--- config.mk ---
export PLATFORM = sky130hd
export DESIGN_NAME = spi_burst_engine
export DESIGN_NICKNAME = d
export VERILOG_FILES = /design/src/rtl/spi_burst_pkg.sv /design/src/rtl/spi_word_fifo.sv /design/src/rtl/spi_byte_shifter.sv /design/src/rtl/spi_burst_engine.sv
export SDC_FILE = /design/constraint.sdc
export NUM_CORES = 1
export LEC_CHECK = 0
export BUFFER_PORTS_ARGS = -buffer_cell sky130_fd_sc_hd__buf_2
export CAP_MARGIN = 20
export CORE_MARGIN = 1
export CORE_UTILIZATION = 69
export CTS_BUF_LIST = sky130_fd_sc_hd__clkbuf_8
export CTS_CLUSTER_DIAMETER = 200
export DETAILED_ROUTE_END_ITERATION = 10
export PLACE_DENSITY = 0.92
export RECOVER_POWER = 25
export SLEW_MARGIN = 15
export SYNTH_ARGS = -nofsm -noshare
export SYNTH_HDL_FRONTEND = slang
export SYNTH_SLANG_ARGS = --single-unit
export TNS_END_PERCENT = 30
--- constraint.sdc ---
create_clock -name clk -period 7.57 [get_ports clk]
set_input_delay 1.1355 -clock clk [delete_from_list [all_inputs] [get_ports clk]]
set_output_delay 1.1355 -clock clk [all_outputs]
set_load 0.02 [all_outputs]
--- src/rtl/spi_burst_pkg.sv ---
package spi_burst_pkg;
  localparam int WORD_W = 32;
  localparam int BYTE_W = 8;
  localparam int WB_W   = $clog2(WORD_W) + 1;

  typedef enum logic [2:0] {
    ST_IDLE,
    ST_FETCH,
    ST_LATCH,
    ST_SEND,
    ST_WAIT,
    ST_STORE
  } eng_state_t;
endpackage

--- src/rtl/spi_word_fifo.sv ---
module spi_word_fifo #(
  parameter int WIDTH = 32,
  parameter int DEPTH = 8
) (
  input  logic             clk,
  input  logic             rst,
  input  logic             wr_en,
  input  logic [WIDTH-1:0] wr_data,
  input  logic             rd_en,
  output logic [WIDTH-1:0] rd_data,
  output logic             empty,
  output logic             full
);
  localparam int AW = (DEPTH > 1) ? $clog2(DEPTH) : 1;
  localparam logic [AW:0] FULL_CNT = (AW+1)'(DEPTH);

  logic [WIDTH-1:0] mem [DEPTH];
  logic [AW-1:0]    wp, rp;
  logic [AW:0]      cnt;
  logic             do_wr, do_rd;

  assign empty = (cnt == '0);
  assign full  = (cnt == FULL_CNT);
  assign do_wr = wr_en && !full;
  assign do_rd = rd_en && !empty;

  // storage kept free of reset so it maps onto block RAM
  always_ff @(posedge clk) begin
    if (do_wr) mem[wp] <= wr_data;
  end

  always_ff @(posedge clk) begin
    if (do_rd) rd_data <= mem[rp];
  end

  always_ff @(posedge clk) begin
    if (rst) begin
      wp  <= '0;
      rp  <= '0;
      cnt <= '0;
    end else begin
      if (do_wr) wp <= (wp == AW'(DEPTH-1)) ? '0 : wp + 1'b1;
      if (do_rd) rp <= (rp == AW'(DEPTH-1)) ? '0 : rp + 1'b1;
      case ({do_wr, do_rd})
        2'b10:   cnt <= cnt + 1'b1;
        2'b01:   cnt <= cnt - 1'b1;
        default: cnt <= cnt;
      endcase
    end
  end

  // a push into a full queue leaves the occupancy unchanged
  a_r12_full_push_dropped: assert property (@(posedge clk) disable iff (rst)
    (full && wr_en && !rd_en) |=> (cnt == FULL_CNT));

  // popping an empty queue never changes the occupancy
  a_r5_empty_pop_noop: assert property (@(posedge clk) disable iff (rst)
    (empty && rd_en && !wr_en) |=> (cnt == '0));
endmodule

--- src/rtl/spi_byte_shifter.sv ---
module spi_byte_shifter #(
  parameter int HALF_DIV = 2
) (
  input  logic       clk,
  input  logic       rst,
  input  logic       start,
  input  logic [7:0] tx_byte,
  input  logic       miso,
  output logic       sclk,
  output logic       mosi,
  output logic       active,
  output logic       done,
  output logic [7:0] rx_byte
);
  localparam int DW = $clog2(HALF_DIV) + 1;
  localparam logic [DW-1:0] DIV_LAST = DW'(HALF_DIV - 1);

  logic [DW-1:0] dcnt;
  logic [2:0]    bitn;
  logic [7:0]    tx_sh;
  logic [7:0]    rx_sh;

  assign rx_byte = rx_sh;

  always_ff @(posedge clk) begin
    if (rst) begin
      active <= 1'b0;
      sclk   <= 1'b0;
      mosi   <= 1'b0;
      dcnt   <= '0;
      bitn   <= '0;
      tx_sh  <= '0;
      rx_sh  <= '0;
      done   <= 1'b0;
    end else begin
      done <= 1'b0;
      if (!active) begin
        if (start) begin
          active <= 1'b1;
          tx_sh  <= tx_byte;
          mosi   <= tx_byte[7];
          dcnt   <= '0;
          bitn   <= '0;
          sclk   <= 1'b0;
        end
      end else if (dcnt == DIV_LAST) begin
        dcnt <= '0;
        if (!sclk) begin
          sclk  <= 1'b1;
          rx_sh <= {rx_sh[6:0], miso};
        end else begin
          sclk <= 1'b0;
          if (bitn == 3'd7) begin
            active <= 1'b0;
            done   <= 1'b1;
          end else begin
            bitn  <= bitn + 1'b1;
            tx_sh <= {tx_sh[6:0], 1'b0};
            mosi  <= tx_sh[6];
          end
        end
      end else begin
        dcnt <= dcnt + 1'b1;
      end
    end
  end

  // the clock rests low whenever no byte is in flight
  a_r4_sclk_rests_low: assert property (@(posedge clk) disable iff (rst)
    !active |-> !sclk);

  // data out holds still through a high phase of sclk
  a_r4_mosi_steady_high: assert property (@(posedge clk) disable iff (rst)
    (sclk && $past(sclk)) |-> $stable(mosi));
endmodule

--- src/rtl/spi_burst_engine.sv ---
module spi_burst_engine
  import spi_burst_pkg::*;
#(
  parameter int NUM_CH   = 4,
  parameter int BURST_W  = 12,
  parameter int TX_DEPTH = 8,
  parameter int RX_DEPTH = 8,
  parameter int HALF_DIV = 2
) (
  input  logic                      clk,
  input  logic                      rst,
  input  logic [BURST_W-1:0]        cfg_burst_m1,
  input  logic [$clog2(NUM_CH)-1:0] cfg_chan_sel,
  input  logic [NUM_CH-1:0]         cfg_master,
  input  logic [NUM_CH-1:0]         cfg_ss_ctl,
  input  logic                      ctrl_we,
  input  logic                      ctrl_smc,
  input  logic                      ctrl_xch,
  input  logic                      tx_we,
  input  logic [31:0]               tx_wdata,
  output logic                      tx_full,
  output logic                      tx_empty,
  input  logic                      rx_re,
  output logic [31:0]               rx_rdata,
  output logic                      rx_valid,
  input  logic                      stat_clr_tc,
  input  logic                      stat_clr_ovf,
  output logic                      stat_tc,
  output logic                      stat_ovf,
  output logic                      xch_o,
  output logic                      busy,
  output logic                      sclk,
  output logic                      mosi,
  input  logic                      miso,
  output logic [NUM_CH-1:0]         cs_n
);
  localparam int RW = BURST_W + 1;

  eng_state_t        st;
  logic [RW-1:0]     rem_q;
  logic [WB_W-1:0]   wbits_q;
  logic [WORD_W-1:0] word_q;
  logic [WORD_W-1:0] rxacc_q;
  logic              smc_q, xch_q, tc_q, ovf_q;

  logic              is_master, multi, ctrl_acc, start_req;
  logic [RW-1:0]     ext_len, burst_bits, rem_eff;
  logic [WB_W-1:0]   first_bits;
  logic [WORD_W-1:0] shifted;
  logic              tx_pop, rx_push, rx_empty, rx_full;
  logic [WORD_W-1:0] tx_rdata;
  logic              sh_start, sh_active, sh_done;
  logic [7:0]        sh_rx;

  // channel qualification and burst arithmetic
  always_comb begin
    is_master  = cfg_master[cfg_chan_sel];
    multi      = is_master && !smc_q && cfg_ss_ctl[cfg_chan_sel];
    ext_len    = RW'(cfg_burst_m1) + RW'(1);
    burst_bits = (ext_len + RW'(7)) & ~RW'(7);
    rem_eff    = (rem_q == '0) ? burst_bits : rem_q;
    first_bits = (rem_eff[4:0] == 5'd0) ? WB_W'(WORD_W) : WB_W'(rem_eff[4:0]);
    shifted    = word_q >> (wbits_q - WB_W'(BYTE_W));
  end

  assign ctrl_acc  = ctrl_we && (st == ST_IDLE);
  assign start_req = (st == ST_IDLE) && is_master &&
                     ((tx_we && !tx_full && smc_q) ||
                      (ctrl_we && ctrl_smc && !smc_q && !tx_empty) ||
                      (ctrl_we && ctrl_xch && !xch_q && !ctrl_smc));

  assign tx_pop   = (st == ST_FETCH) && !tx_empty;
  assign rx_push  = (st == ST_STORE);
  assign sh_start = (st == ST_SEND);
  assign busy     = (st != ST_IDLE);
  assign rx_valid = !rx_empty;
  assign stat_tc  = tc_q;
  assign stat_ovf = ovf_q;
  assign xch_o    = xch_q;

  spi_word_fifo #(.WIDTH(WORD_W), .DEPTH(TX_DEPTH)) u_txq (
    .clk(clk), .rst(rst),
    .wr_en(tx_we), .wr_data(tx_wdata),
    .rd_en(tx_pop), .rd_data(tx_rdata),
    .empty(tx_empty), .full(tx_full)
  );

  spi_word_fifo #(.WIDTH(WORD_W), .DEPTH(RX_DEPTH)) u_rxq (
    .clk(clk), .rst(rst),
    .wr_en(rx_push), .wr_data(rxacc_q),
    .rd_en(rx_re), .rd_data(rx_rdata),
    .empty(rx_empty), .full(rx_full)
  );

  spi_byte_shifter #(.HALF_DIV(HALF_DIV)) u_shift (
    .clk(clk), .rst(rst),
    .start(sh_start), .tx_byte(shifted[7:0]), .miso(miso),
    .sclk(sclk), .mosi(mosi), .active(sh_active),
    .done(sh_done), .rx_byte(sh_rx)
  );

  // per-channel select lines
  for (genvar ch = 0; ch < NUM_CH; ch++) begin : g_cs
    always_ff @(posedge clk) begin
      if (rst) cs_n[ch] <= 1'b1;
      else     cs_n[ch] <= !(is_master && (cfg_chan_sel == ($clog2(NUM_CH))'(ch)));
    end
  end

  always_ff @(posedge clk) begin
    if (rst) begin
      st      <= ST_IDLE;
      rem_q   <= '0;
      wbits_q <= '0;
      word_q  <= '0;
      rxacc_q <= '0;
      smc_q   <= 1'b0;
      xch_q   <= 1'b0;
      tc_q    <= 1'b0;
      ovf_q   <= 1'b0;
    end else begin
      if (stat_clr_tc)  tc_q  <= 1'b0;
      if (stat_clr_ovf) ovf_q <= 1'b0;
      unique case (st)
        ST_IDLE: begin
          if (ctrl_acc) begin
            smc_q <= ctrl_smc;
            xch_q <= ctrl_xch;
          end
          if (start_req) st <= ST_FETCH;
        end
        ST_FETCH: begin
          if (tx_empty) begin
            tc_q  <= 1'b1;
            xch_q <= 1'b0;
            st    <= ST_IDLE;
          end else begin
            if (rem_q == '0) begin
              rem_q <= burst_bits;
              if (multi) xch_q <= 1'b1;
            end
            wbits_q <= first_bits;
            rxacc_q <= '0;
            st      <= ST_LATCH;
          end
        end
        ST_LATCH: begin
          word_q <= tx_rdata;
          st     <= ST_SEND;
        end
        ST_SEND: st <= ST_WAIT;
        ST_WAIT: begin
          if (sh_done) begin
            rxacc_q <= {rxacc_q[WORD_W-9:0], sh_rx};
            wbits_q <= wbits_q - WB_W'(BYTE_W);
            rem_q   <= rem_q - RW'(BYTE_W);
            st      <= (wbits_q == WB_W'(BYTE_W)) ? ST_STORE : ST_SEND;
          end
        end
        ST_STORE: begin
          if (rx_full) ovf_q <= 1'b1;
          if (rem_q == '0 && !multi) begin
            tc_q <= 1'b1;
            if (tx_empty) xch_q <= 1'b0;
            st <= ST_IDLE;
          end else begin
            st <= ST_FETCH;
          end
        end
        default: st <= ST_IDLE;
      endcase
    end
  end

  // no SPI clock activity while the engine is idle
  a_r11_idle_no_sclk: assert property (@(posedge clk) disable iff (rst)
    !busy |-> !sclk);

  // the exchange bit drops only through a control write or an empty queue
  a_r9_xch_drop_cause: assert property (@(posedge clk) disable iff (rst)
    $fell(xch_q) |-> ($past(ctrl_acc) || $past(tx_empty)));

  // overflow is raised only when the RX queue was full
  a_r5_ovf_on_full: assert property (@(posedge clk) disable iff (rst)
    $rose(ovf_q) |-> $past(rx_full));

  // a word's bit count is a non-zero byte multiple no larger than a word
  a_r2_word_bits_legal: assert property (@(posedge clk) disable iff (rst)
    (st == ST_LATCH) |-> (wbits_q != '0 && wbits_q[2:0] == 3'd0 &&
                          wbits_q <= WB_W'(WORD_W)));

  // transfer-complete rises only as the engine returns to idle
  a_r8_tc_with_idle: assert property (@(posedge clk) disable iff (rst)
    $rose(tc_q) |-> (st == ST_IDLE));

  // a start is never taken for a channel that is not master
  a_r6_start_needs_master: assert property (@(posedge clk) disable iff (rst)
    ($past(st) == ST_IDLE && st == ST_FETCH) |-> $past(is_master));
endmodule

# Word level (Yosys, flattened, before mapping)
# Memory sizes are Yosys's and may differ from the RTL's. A register that Yosys moved wholly into a read port is not among the register bits.
# Cells that the tools add are included.
[classes]
mux = 73
n_reduce_logical = 57
n_shift = 1
bitwise = 3
addsub = 14
n_lt_le_gt_ge = 1
n_eq_ne = 33
[ops]
columns = ["operator", "n"]
rows = [
  ["$mux 32", 2],
  ["$pmux 32 s2", 1],
  ["$mux 13", 3],
  ["$mux 3", 12],
  ["$mux 7", 5],
  ["$mux 1", 34],
  ["$shr 32x6->8", 1],
  ["$pmux 13 s2", 1],
  ["$logic_and 1x1->1", 22],
  ["$eq 3x3->1 const B", 7],
  ["$mux 6", 3],
  ["$pmux 3 s6", 1],
  ["$ne 2x2->1 const B", 8],
  ["$pmux 4 s2", 2],
  ["$add 3x1->3 const B", 5],
  ["$add 12x1->13 const B", 1],
  ["$add 13x3->13 const B", 1],
  ["$logic_not 13->1", 1],
  ["$sub 13x4->13 const B", 1],
  ["$logic_not 1->1", 12],
  ["$pmux 6 s2", 1],
  ["$add 4x1->4 const B", 2],
  ["$eq 2x1->1 const B", 4],
  ["$eq 2x2->1 const B", 4],
  ["other kinds (27)", 48],
]
[word_totals]
memories = 2
wordCells = 212
mem_bits_rw = 512
register_bits = 138
[mem_list]
columns = ["name", "depth", "word_bits", "rd", "rd_ports_with_merged_regs", "wr", "line_no", "text"]
rows = [
  ["u_rxq.mem", 8, 32, 1, 1, 1, "spi_word_fifo.sv:17", "logic [WIDTH-1:0] mem [DEPTH];"],
  ["u_txq.mem", 8, 32, 1, 1, 1, "spi_word_fifo.sv:17", ""],
]

# Depth between registers and ports, before layout
[logic_depth]
depth_word = 9
depth_mapped = 12

# Cells and area by module
# From an unflattened synthesis, not the netlist that was laid out.
[unflattened]
hier_cells = 1648
area_unflattened_um2 = 28721.3
[modules_own_cells]
columns = ["mod", "seq_area_each_um2", "area_each_um2", "cells_each", "n_inst"]
rows = [
  ["spi_word_fifo (u_txq)", 8848.5, 11215.8, 476, 1],
  ["spi_word_fifo (u_rxq)", 8848.5, 11172.0, 477, 1],
  ["spi_burst_engine", 1881.8, 5305.1, 599, 1],
  ["spi_byte_shifter", 480.5, 1028.5, 96, 1],
]

# Worst setup path before layout
# No wires, ideal clock.
[synth_timing]
path_type = "input -> register"
from = "input tx_we"
to = "memory u_txq.mem[0][0], enable pin"
path_stages = 3
n_path_buf = 0
setup_time_ns = 0.501
arrival_time_ns = 4.782
setup_slack_ns = 2.286
cell_sequence = "a21boi_0 inv_2 nor4_1"
[synth_between]
elab_chain_cells = 3
[synth_lines]
columns = ["item", "line_no", "text"]
rows = [
  ["start, declared", "spi_burst_engine.sv:19", "input logic tx_we,"],
  ["$logic_and 1x1->1", "spi_word_fifo.sv:24", "assign do_wr = wr_en && !full;"],
  ["$mux 1", "spi_word_fifo.sv:29", "if (do_wr) mem[wp] <= wr_data;"],
  ["$mux 1 (implied by the code)", "spi_word_fifo.sv:29", ""],
  ["end, declared", "spi_word_fifo.sv:17", ""],
]
# Every way passes these cells.

# Final worst setup path
[layout_timing]
from = "register u_txq.cnt[1]"
to = "output tx_empty"
[layout_between]
elab_chain_cells = 1
[layout_lines]
columns = ["item", "line_no", "text"]
rows = [
  ["start, declared", "spi_word_fifo.sv:19", "logic [AW:0] cnt;"],
  ["start signal, assigned", "spi_word_fifo.sv:45", "2'b10: cnt <= cnt + 1'b1;"],
  ["start signal, assigned", "spi_word_fifo.sv:46", "2'b01: cnt <= cnt - 1'b1;"],
  ["start signal, assigned", "spi_word_fifo.sv:47", "default: cnt <= cnt;"],
  ["$logic_not 4->1", "spi_word_fifo.sv:22", "assign empty = (cnt == '0);"],
  ["end, declared", "spi_burst_engine.sv:22", "output logic tx_empty,"],
]
# Every way passes these cells.

==> run_results.csv <==
group,metric,value,unit
clock_tree,cts_resized,0,
global_route,grt_usage,31.19,%
synth,synth_edf_count,576,
clock_tree,cts_setup_buffers,0,
routing,drt_iter0_drc,1887,
global_route,grt_pass1_wl,98.38,mm
routing,drc,9,
timing,max_slew_margin,31.47,%
synth,synth_nets,1825,
worst_setup_path,cp-end-kind,"output pin",
synth,synth_area,0.02891,mm²
synth,seq_area_frac_synth,69.39,%
timing,hold_viol_final,0,
routing,final_antenna_net_count,0,
pwr,p_total,7.536,mW
routing,wl_per_cell,25.82,µm
timing,rsz0062_at_grt,"no",
synth,synth-main-ff-cell,"edfxtp_1",
placement,gp_congestion,0.8875,
placement,port_buffers,105,
synth,syn_inst,1742,
routing,routed_wl,64.55,mm
flow_run,max_cap_viol_count,0,
timing,worst_pin_slew,1.020,ns
global_route,antenna_found_initial,2,
clock_tree,cts_max_level,3,
clock_tree,clkSlewWorstSetupHoldPaths,0.06,ns
finish,nets,1965,
timing,layout_setup_ws,4.490,ns
floorplanning,start_util,70.32,%
timing,min_period_over_period,40.69,%
worst_setup_path,crit_type,"reg2out",
timing,clock_skew,0.05902,ns
clock_tree,cts_sinks,714,
timing,tns,0,ns
worst_setup_path,cp.arrival,1.94,ns
pwr,leakage,10.37,nW
status,outcome,"finished with violations",
timing,fin_crit,3.080,ns
global_route,grt_pass1_vias,17410,
clock_tree,clockBufferDepth,3,
floorplanning,die_w,206.7,µm
synth,async_flop_share,0,%
clock_tree,root_buffer,"clkbuf_8",
global_route,grt_max_degree,72,
status,violations,"design-rule violations",
clock_tree,cts_made_buffers,102,
synth,synth.distinct_cells,74,
placement,dp.final_hpwl,35.24,mm
floorplanning,core_region_area,0.04111,mm²
timing,maxSlewViolCount,0,
clock_tree,cts_hold_buf,0,
clock_tree,cts_tree,"done",
pwr,cellPowerDensity,235.8,mW/mm²
floorplanning,ioPinCount,109,
worst_setup_path,required,6.43,ns
synth,yosys_warnings,0,
routing,num_vias,16730,
hold_path,hold_path_class,"reg2reg",
timing,setup_violations,0,
clock_tree,clkLatencyLatePin,0.72,ns
placement,pre_cts_ws,4.148,ns
worst_setup_path,critPathMaxFanout,8,
floorplanning,rows,74,
pwr,vdd_drop_max,0.2405,mV
synth,syn_avg_cell_area,16.60,µm²
synth,ys_ff_latch,714,
global_route,grt_overflow,0,
floorplanning,dieArea,0.04272,mm²
worst_setup_path,start_kind,"flip-flop",
finish,drive_gt1_share,27.21,%
routing,vias_per_cell,6.692,
floorplanning,die_y,206.7,µm
routing,drt_pass1_iterations,9,
timing,fmaxAchievable,324.7,MHz
finish,area_delta_synth_final,10.56,%
==> layout make-up <==
type	instances	area [µm²]
repair buffers	138	764.5
inverters	24	95.09
well taps	532	665.6
clock inverters	76	469.2
fillers	2065	9146
diodes	2	5.005
flip-flops and latches	714	20070
multi-input cells	902	8351
clock buffers	112	1541
==> report_power, final <==
part           total (mW)  internal, mW  switching (mW)
Clock                3.00          1.51            1.49
Combinational       0.252        0.0985           0.154
Sequential           4.28          4.26          0.0252
Total                7.54          5.87            1.67
==> per-stage QoR <==
stage,instances,cell area (µm²),hold slack (ns),utilization (%)
2_1_floorplan,1742,28910,0.4334,-
3_3_place_gp,2309,29950,0.4456,72.86
3_5_place_dp,2309,29950,0.4507,72.86
4_1_cts,2497,31960,0.4607,77.75
5_1_grt,2500,31960,0.4791,77.75
6_report,2500,31960,0.4603,77.75
==> worst paths after layout <==
path	depth (start not counted)	from	end	slack [ns]
min	2	u_shift.rx_byte[7]$_SDFFE_PP0P_	u_shift.rx_byte[7]$_SDFFE_PP0P_	0.46
min reg2reg	2	u_shift.rx_byte[7]$_SDFFE_PP0P_	u_shift.rx_byte[7]$_SDFFE_PP0P_	0.46
max reg2reg	9	st[0]$_SDFFE_PP0P_	u_txq.cnt[2]$_SDFFE_PP0P_	4.68
max	3	u_txq.cnt[1]$_SDFFE_PP0P_	tx_empty	4.49
==> state kept, by name, indices dropped and copies added, names as in the netlist, 3 cells and up <==
| register | count |
|---|---|
| u_shift.rx_byte | 8 |
| u_rxq.cnt | 4 |
| u_txq.wp | 3 |
| cs_n | 4 |
| st | 3 |
| wbits_q | 6 |
| u_txq.rp | 3 |
| word_q | 32 |
| u_shift.tx_sh | 7 |
| u_shift.bitn | 3 |
| u_rxq.wp | 3 |
| rem_q | 13 |
| u_txq.rd_data | 32 |
| u_txq.mem | 256 |
| u_rxq.rp | 3 |
| u_rxq.mem | 256 |
| u_rxq.rd_data | 32 |
| u_txq.cnt | 4 |
| rxacc_q | 32 |
==> synthesized netlist by cell type (4+ instances only) <==
library cell  instances  area (µm²)
edfxtp_1            576       17300
mux2_2               71       799.5
buf_1                 9       33.78
a21oi_1             131       655.6
nor2b_1              12       75.07
nor2_1               58       217.7
mux2i_1              21       210.2
nand3b_1             10       75.07
clkinv_1              4       15.01
nor4_1                4       25.02
nand2b_1             14       87.58
a211oi_1              6       45.04
mux4_2              165        3716
nand3_1              52       260.3
ha_1                 19       237.7
xor2_1               10       87.58
o211ai_1              4       30.03
a221oi_1              5       43.79
buf_2                25       125.1
o21ai_0              22       110.1
buf_6                 6       67.56
buf_4                 6       45.04
xnor2_1               5       43.79
nand4_1               5       31.28
nor3_1               27       135.1
inv_1                18       67.56
dfxtp_1             138        2763
or3_1                 8       50.05
a21boi_0              4       30.03
o32ai_1               6       52.55
clkbuf_1             56       210.2
nor3b_1               7       52.55
and2_1                4       25.02
nand2_1             166       623.1
a31oi_1               9       56.30
==> placed cells by master (no fill, tap or decap), types with 5 or more instances in the layout <==
cell type and count:
o21ai_0 22, nor3b_1 6, o32ai_1 6, clkbuf_1 15, edfxtp_1 576, a211oi_1 6
mux4_2 165, nor2_1 52, nor3_2 10, inv_1 48, xor2_1 10, nor2_2 6
nand4_1 5, nor2b_1 12, buf_2 89, clkinv_1 20, mux2_2 71, dfxtp_1 132
nand3_1 52, xnor2_1 5, clkinv_2 20, a21oi_1 131, nand2_1 166, a31oi_1 9
nand3b_1 10, clkbuf_8 112, nand2b_1 14, or3_1 8, mux2i_1 21, a221oi_1 5
ha_1 19, buf_4 33, nor3_1 18
==> routing by layer <==
| layer | wire, µm | global-route usage [%] | up-vias |
|---|---|---|---|
| li1 | - | - | 7155 |
| met1 | 22700 | 37.07 | 8378 |
| met2 | 34460 | 55.04 | 997 |
| met3 | 4943 | 5.651 | 199 |
| met4 | 2453 | 15.13 | 0 |
| met5 | 0 | 0 | - |
==> kinds of logic after synthesis <==
logic type / Yosys count / synth area share, %
flops: 714 / 69.39
simple gates: 390 / 6.393
mux: 257 / 16.35
compound gates: 221 / 4.601
buf+inv: 126 / 1.995
fa+ha+maj: 19 / 0.8223
xor+xnor: 15 / 0.4544
==> worst max-delay path, cell delays in order (launching register included) <==
cell	delay (ns)
dfxtp_1	0.39
or4_4	0.60
inv_6	0.10
buf_2	0.16
Power figures use the tool's default switching activity.
